===== config.mk =====
export PLATFORM = sky130hd
export DESIGN_NAME = alu_gated
export DESIGN_NICKNAME = d
export VERILOG_FILES = /design/src/rtl/alu_gated_pkg.sv /design/src/rtl/alu_op_decoder.sv /design/src/rtl/alu_cla_adder.sv /design/src/rtl/alu_logic_unit.sv /design/src/rtl/alu_result_mux.sv /design/src/rtl/alu_gated.sv
export SDC_FILE = /design/constraint.sdc
export NUM_CORES = 1
export LEC_CHECK = 0
export BUFFER_PORTS_ARGS = -buffer_cell sky130_fd_sc_hd__buf_2
export CORE_ASPECT_RATIO = 1.2
export CORE_UTILIZATION = 49
export DETAILED_ROUTE_END_ITERATION = 6
export GPL_ROUTABILITY_DRIVEN = 0
export MAX_ROUTING_LAYER = met4
export PLACE_DENSITY_LB_ADDON = 0.15
export RECOVER_POWER = 100
export SLEW_MARGIN = 20
export SYNTH_ARGS = -nofsm -noshare
export SYNTH_HDL_FRONTEND = slang
export SYNTH_HIERARCHICAL = 1
export SYNTH_SLANG_ARGS = --single-unit

===== constraint.sdc =====
create_clock -name vclk -period 8.7
set_input_delay 0 -clock vclk [all_inputs]
set_output_delay 0 -clock vclk [all_outputs]
set_load 0.005 [all_outputs]

===== src/rtl/alu_gated_pkg.sv =====
package alu_gated_pkg;
  localparam int unsigned OP_W  = 3;
  localparam int unsigned N_OPS = 1 << OP_W;

  typedef enum logic [OP_W-1:0] {
    OP_ADD  = 3'd0,
    OP_SUB  = 3'd1,
    OP_INC  = 3'd2,
    OP_DEC  = 3'd3,
    OP_NAND = 3'd4,
    OP_NOR  = 3'd5,
    OP_XOR  = 3'd6,
    OP_NOT  = 3'd7
  } op_e;
endpackage


===== src/rtl/alu_op_decoder.sv =====
module alu_op_decoder #(
  parameter int unsigned SEL_W = 3,
  localparam int unsigned N = 1 << SEL_W
) (
  input  logic [SEL_W-1:0] sel_i,
  output logic [N-1:0]     en_o
);
  for (genvar k = 0; k < N; k++) begin : g_dec
    assign en_o[k] = (sel_i == SEL_W'(k));
  end
endmodule


===== src/rtl/alu_cla_adder.sv =====
module alu_cla_adder #(
  parameter int unsigned WIDTH = 8
) (
  input  logic [WIDTH-1:0] a_i,
  input  logic [WIDTH-1:0] b_i,
  input  logic             cin_i,
  output logic [WIDTH-1:0] sum_o,
  output logic             cout_o
);
  logic [WIDTH-1:0] gen, prop;
  logic [WIDTH:0]   carry;

  // one-bit slices: generate/propagate and sum
  for (genvar i = 0; i < WIDTH; i++) begin : g_slice
    assign gen[i]   = a_i[i] & b_i[i];
    assign prop[i]  = a_i[i] ^ b_i[i];
    assign sum_o[i] = prop[i] ^ carry[i];
  end

  // flat lookahead: each carry formed directly from g/p and cin
  always_comb begin
    carry[0] = cin_i;
    for (int i = 1; i <= WIDTH; i++) begin
      logic term;
      logic c;
      term = cin_i;
      for (int j = 0; j < i; j++) term = term & prop[j];
      c = term;
      for (int j = 0; j < i; j++) begin
        term = gen[j];
        for (int k = j + 1; k < i; k++) term = term & prop[k];
        c = c | term;
      end
      carry[i] = c;
    end
  end

  assign cout_o = carry[WIDTH];
endmodule


===== src/rtl/alu_logic_unit.sv =====
module alu_logic_unit #(
  parameter int unsigned WIDTH = 8
) (
  input  logic [WIDTH-1:0]      a_i,
  input  logic [WIDTH-1:0]      b_i,
  input  logic [3:0]            en_i,   // nand, nor, xor, not
  output logic [3:0][WIDTH-1:0] res_o
);
  logic [3:0][WIDTH-1:0] a_g, b_g;

  // per-function operand isolation
  for (genvar k = 0; k < 4; k++) begin : g_iso
    assign a_g[k] = a_i & {WIDTH{en_i[k]}};
    assign b_g[k] = b_i & {WIDTH{en_i[k]}};
  end

  assign res_o[0] = ~(a_g[0] & b_g[0]);
  assign res_o[1] = ~(a_g[1] | b_g[1]);
  assign res_o[2] = a_g[2] ^ b_g[2];
  assign res_o[3] = ~a_g[3];
endmodule


===== src/rtl/alu_result_mux.sv =====
module alu_result_mux #(
  parameter int unsigned WIDTH = 8,
  parameter int unsigned SEL_W = 3,
  localparam int unsigned N = 1 << SEL_W
) (
  input  logic [SEL_W-1:0]        sel_i,
  input  logic [N-1:0][WIDTH-1:0] data_i,
  output logic [WIDTH-1:0]        data_o
);
  // one N:1 mux per result bit
  for (genvar b = 0; b < WIDTH; b++) begin : g_bit
    logic [N-1:0] col;
    for (genvar k = 0; k < N; k++) begin : g_col
      assign col[k] = data_i[k][b];
    end
    assign data_o[b] = col[sel_i];
  end
endmodule


===== src/rtl/alu_gated.sv =====
module alu_gated
  import alu_gated_pkg::*;
#(
  parameter int unsigned WIDTH = 8
) (
  input  logic [WIDTH-1:0] a_i,
  input  logic [WIDTH-1:0] b_i,
  input  logic             carry_i,
  input  logic [OP_W-1:0]  op_i,
  output logic [WIDTH-1:0] result_o,
  output logic             carry_o,
  output logic [N_OPS-1:0] unit_en_o
);
  logic [N_OPS-1:0] en;
  logic             arith_en, b_pass, b_one, b_inv, add_cin, add_cout;
  logic [WIDTH-1:0] add_a, add_b, add_sum;
  logic [3:0][WIDTH-1:0]     logic_res;
  logic [N_OPS-1:0][WIDTH-1:0] unit_res;

  alu_op_decoder #(.SEL_W(OP_W)) u_dec (
    .sel_i (op_i),
    .en_o  (en)
  );

  assign arith_en = en[OP_ADD] | en[OP_SUB] | en[OP_INC] | en[OP_DEC];
  assign b_pass   = en[OP_ADD] | en[OP_SUB];
  assign b_one    = en[OP_INC] | en[OP_DEC];
  assign b_inv    = en[OP_SUB] | en[OP_DEC];

  // adder operand conditioning: gate, OR-force unit value, XOR invert
  assign add_a   = a_i & {WIDTH{arith_en}};
  assign add_b   = ((b_i & {WIDTH{b_pass}}) | {{(WIDTH-1){1'b0}}, b_one})
                   ^ {WIDTH{b_inv}};
  assign add_cin = (en[OP_ADD] & carry_i) | b_inv;

  alu_cla_adder #(.WIDTH(WIDTH)) u_add (
    .a_i    (add_a),
    .b_i    (add_b),
    .cin_i  (add_cin),
    .sum_o  (add_sum),
    .cout_o (add_cout)
  );

  alu_logic_unit #(.WIDTH(WIDTH)) u_logic (
    .a_i   (a_i),
    .b_i   (b_i),
    .en_i  (en[OP_NOT:OP_NAND]),
    .res_o (logic_res)
  );

  for (genvar k = 0; k < N_OPS; k++) begin : g_route
    if (k < 4) begin : g_arith
      assign unit_res[k] = add_sum;
    end else begin : g_logic
      assign unit_res[k] = logic_res[k-4];
    end
  end

  alu_result_mux #(.WIDTH(WIDTH), .SEL_W(OP_W)) u_mux (
    .sel_i  (op_i),
    .data_i (unit_res),
    .data_o (result_o)
  );

  assign carry_o   = add_cout & arith_en;
  assign unit_en_o = en;
endmodule


* Word-level counts from Yosys, hierarchy flattened
Cells that the tools add are included.
Cells by class: magnitude comparators 1, equal/unequal tests 7, multiplexer cells 16, bitwise operators 121, reduce and logical (&&, ||, !) cells 1
Operators by type and width (number):
- 8-bit AND | 10
- 1-bit AND | 46
- 1-bit OR | 42
- 1-bit binary-select mux with 3-bit select | 8
- 8-bit inverter | 3
- 1-bit XOR | 16
- 8-bit XOR | 2
- 3-bit == test, second input constant | 4
- 1-bit 2-to-1 mux | 8
- 8-bit by 1-bit OR with 8-bit output | 1
- 8-bit OR | 1
- 3-bit by 2-bit == test with 1-bit output, second input constant | 2
- 3-bit by 4-bit < comparator with 1-bit output, second input constant | 1
- 3-bit by 1-bit == test with 1-bit output, second input constant | 1
- 3-bit zero test | 1
Word-level totals: register bits after elaboration 0, input port bits 20, output and inout bits 17

* Longest topological paths before layout
depth in word-level cells 23, gate-level depth with buffers 12

* Cells and area by module
The synthesis kept the hierarchy.
By module, submodules not included:
- alu_result_mux | instances 1, cells an instance 29, area each 550.5 um^2
- alu_cla_adder | instances 1, cells an instance 35, area each 314.1 um^2
- alu_logic_unit | instances 1, cells an instance 42, area each 240.2 um^2
- alu_gated | instances 1, cells an instance 32, area each 202.7 um^2
- alu_op_decoder | instances 1, cells an instance 8, area each 65.1 um^2

* Worst setup path after synthesis
Ideal clock, no wire load.
path kind input to output, from input op_i[2], to output result_o[7], arrival time 2.953 ns, required time 8.700 ns, path slack 5.747 ns, cell stages on the path 12, path buffers 1, cells stage by stage nor3_1 > buf_4 > a211oi_1 > nor3_1 > ha_1 > ha_1 > o2111ai_2 > nand3_2 > a211oi_2 > xnor2_1 > mux4_1 > mux2_2
Between the ends: word-level cells in the longest chain between the ends 23
Ends and longest elaborated chain:
- from (decl) | RTL line alu_gated.sv:9 | input logic [OP_W-1:0] op_i,
- 3-bit by 1-bit == test with 1-bit output or 3-bit zero test (tied branches) | RTL line alu_op_decoder.sv:9 | assign en_o[k] = (sel_i == SEL_W'(k));
- 1-bit OR | RTL line alu_gated.sv:26 | assign b_pass = en[OP_ADD] | en[OP_SUB];
- 8-bit AND | RTL line alu_gated.sv:32 | assign add_b = ((b_i & {WIDTH{b_pass}}) | {{(WIDTH-1){1'b0}}, b_one})
- 8-bit by 1-bit OR with 8-bit output | RTL line alu_gated.sv:32
- 8-bit XOR * | RTL line alu_gated.sv:33 | ^ {WIDTH{b_inv}};
- via add_b[0] | RTL line alu_gated.sv:16 | logic [WIDTH-1:0] add_a, add_b, add_sum;
- 1-bit XOR | RTL line alu_cla_adder.sv:16 | assign prop[i] = a_i[i] ^ b_i[i];
- 1-bit AND (7 in a row) | RTL line alu_cla_adder.sv:27 | for (int j = 0; j < i; j++) term = term & prop[j];
- 1-bit OR * (7 in a row) | RTL line alu_cla_adder.sv:32 | c = c | term;
- 1-bit XOR * | RTL line alu_cla_adder.sv:17 | assign sum_o[i] = prop[i] ^ carry[i];
- via add_sum[7] | RTL line alu_gated.sv:16
- 1-bit binary-select mux with 3-bit select * | RTL line alu_result_mux.sv:16 | assign data_o[b] = col[sel_i];
- 1-bit 2-to-1 mux (not written as such) * | RTL line alu_result_mux.sv:16
- to (decl) | RTL line alu_gated.sv:10 | output logic [WIDTH-1:0] result_o,
The timed path passes the listed nets; every way through them passes the cells marked *. The select of a mux whose other input is x is not followed.

* Worst setup path after layout
from input op_i[0], to output result_o[7]
Between the ends: word-level cells in the longest chain between the ends 23
Ends and longest elaborated chain:
- 3-bit by 1-bit == test with 1-bit output or 3-bit zero test (tied branches) | RTL line alu_op_decoder.sv:9
- 1-bit OR (2 in a row) | RTL line alu_gated.sv:25 | assign arith_en = en[OP_ADD] | en[OP_SUB] | en[OP_INC] | en[OP_DEC];
- 1-bit OR * | RTL line alu_gated.sv:25
- 8-bit AND * | RTL line alu_gated.sv:31 | assign add_a = a_i & {WIDTH{arith_en}};
- via add_a[0] | RTL line alu_gated.sv:16
- 1-bit XOR | RTL line alu_cla_adder.sv:16
- 1-bit AND (7 in a row) | RTL line alu_cla_adder.sv:27
- 1-bit OR * (7 in a row) | RTL line alu_cla_adder.sv:32
- 1-bit XOR * | RTL line alu_cla_adder.sv:17
- via add_sum[7] | RTL line alu_gated.sv:16
- 1-bit binary-select mux with 3-bit select * | RTL line alu_result_mux.sv:16
- 1-bit 2-to-1 mux (not written as such) * | RTL line alu_result_mux.sv:16
Marks and branches as above.

==> impl_metrics.env <==
export IMPL_grt_max_degree=25
export IMPL_boundaryPins=37
export IMPL_seq_cell_count=0
export IMPL_die_area_um2=3020
export IMPL_crit_arrival_ns=4.43
export IMPL_ys_warn_count=6
export IMPL_slew_violations=0
export IMPL_hold_viol=0
export IMPL_cp_max_fo=24
export IMPL_grt_overflow=0
export IMPL_crit_required_ns=8.70
export IMPL_grtUsageTotal_pct=22.7
export IMPL_routedWlPerCell_um=15.7
export IMPL_avgSynthCellArea_um2=9.40
export IMPL_final_area_um2=1520
export IMPL_worstHoldStart="op_i[1]"
export IMPL_setup_tns_ns=0
export IMPL_layout_setup_ws_ns=4.27
export IMPL_antenna_found_initial=0
export IMPL_core_area_um2=2600
export IMPL_critical_path_class="input port to output pin"
export IMPL_synth_area_leaders="mux4_1 (29%), ha_1 (8.2%), mux2_2 (6.6%), xor2_1 (6.4%), nand2_1 (5.2%)"
export IMPL_synth_cell_type_count=36
export IMPL_die_w_um=50.3
export IMPL_drv_cap=0
export IMPL_worstSetupStartpointType="input port"
export IMPL_initial_core_util_pct=52.7
export IMPL_layout_min_cycle_time_ns=4.43
export IMPL_syn_area_um2=1370
export IMPL_wirelength_mm=3.28
export IMPL_max_freq_mhz=226
export IMPL_pre_cts_slack_ns=4.96
export IMPL_power_density_nw_per_um2=65.5
export IMPL_port_buffer_count=37
export IMPL_firstDrtPassIters=4
export IMPL_ir_worst_vdd_mv=0.0330
export IMPL_cts_setup_buffers=0
export IMPL_yosys_area_top_type="mux4_1"
export IMPL_synth_top_area_share_pct=28.7
export IMPL_avgViaCountPerCell=6.10
export IMPL_worstHoldPathType="input port to output pin"
export IMPL_placed_area_um2=1550
export IMPL_syn_inst=146
export IMPL_drt_iter0_drc=45
export IMPL_die_y_um=60.0
export IMPL_dp_hpwl_mm=2.57
export IMPL_post_cts_resized=0
export IMPL_status="completed"
export IMPL_setup_violations=0
export IMPL_synth_most_common_cell="nand2_1"
export IMPL_syn2layout_area_growth_pct=10.8
export IMPL_tightest_slew_ns=1.25
export IMPL_vias=1275
export IMPL_synth_fp_nets=176
export IMPL_drive_gt1_share_pct=26.7
export IMPL_grt_first_pass_wirelength_mm=5.26
export IMPL_p_leak_nw=0.693
export IMPL_final_seq_area_um2=0
export IMPL_synthTopCellsByCount="nand2_1 (19), mux4_1 (15), nand3_1 (10), xor2_1 (10)"
export IMPL_cp_end_kind="output pin"
export IMPL_grt_pass1_vias=1123
export IMPL_cts_hold_buf=0
export IMPL_nClkBuffers=0
export IMPL_relSlewSlack_pct=17.0
export IMPL_rows=20
export IMPL_diodes=0
export IMPL_startpoint="op_i[0]"
export IMPL_rsz0062_at_grt="false"
export IMPL_finalNetCount=208
export IMPL_period_share_pct=50.9
export IMPL_yosysSeqAreaShare_pct=0
export IMPL_drc_errors=0
export IMPL_antenna_left=0
==> cell usage in the layout (no fill, tap or decap), types with 4 or more instances in the layout <==
cell type,n
a22oi_1,7
and2_1,8
buf_2,34
ha_1,9
mux2_2,8
mux4_1,15
nand2_1,19
nand3_1,11
nor2b_1,9
o21ai_0,8
xnor2_1,4
xor2_1,10
==> per-stage QoR <==
stage / total power, mW / hold WS, ns / std cells / utilization, %
finish: 0.0995 / 0.554 / 209 / 58.4
global route: 0.110 / 0.583 / 209 / 58.4
CTS: 0.101 / 0.559 / 209 / 59.4
detailed placement: 0.101 / 0.553 / 209 / 59.4
global placement: 0.0977 / 0.556 / 209 / 59.4
floorplan: 0.0727 / 0.0384 / 146 / -
==> layer usage <==
metal | track usage [%] | vias up | routed length, um
li1 | - | 637 | -
met1 | 29.9 | 613 | 1530
met2 | 41.1 | 25 | 1670
met3 | 0.254 | 0 | 80
met4 | 0.794 | 0 | 0
met5 | - | - | 0
==> critical path: stages <==
cell and delay (ns):
clkbuf_1 0.89, nor3b_1 0.74, nor4_4 0.18, nor2b_1 0.26, ha_1 0.28, ha_1 0.19
o2111ai_1 0.20, nand3_1 0.18, a211oi_1 0.41, xnor2_1 0.18, mux4_1 0.52, mux2_2 0.27
buf_2 0.12
==> path summary, 6_finish.rpt <==
kind          end  slack [ns]  depth (start not counted)
max   result_o[7]        4.27                         13
min   result_o[1]        0.55                          3
==> logic make-up after synthesis <==
family                   synth area share, %
AO/OA/AOI/OAI                           14.0
XOR/XNOR                                8.93
adder cells (fa/ha/maj)                 9.66
buffers and inverters                   4.74
multiplexers                            36.9
AND/OR/NAND/NOR                         25.7
==> area by class of cell <==
class / instances / area (um^2)
Fill cell: 271 / 1080
Tap cell: 33 / 41.3
Inverter: 1 / 3.75
Multi-Input combinational cell: 137 / 1290
Timing Repair Buffer: 38 / 189
==> report_power, final <==
part | internal [mW] | leakage (nW) | switching, mW
Sequential | 0 | 0 | 0
Combinational | 0.0525 | 0.693 | 0.0470
Clock | 0 | 0 | 0
Total | 0.0525 | 0.693 | 0.0470
(Power assumes the default switching activity.)
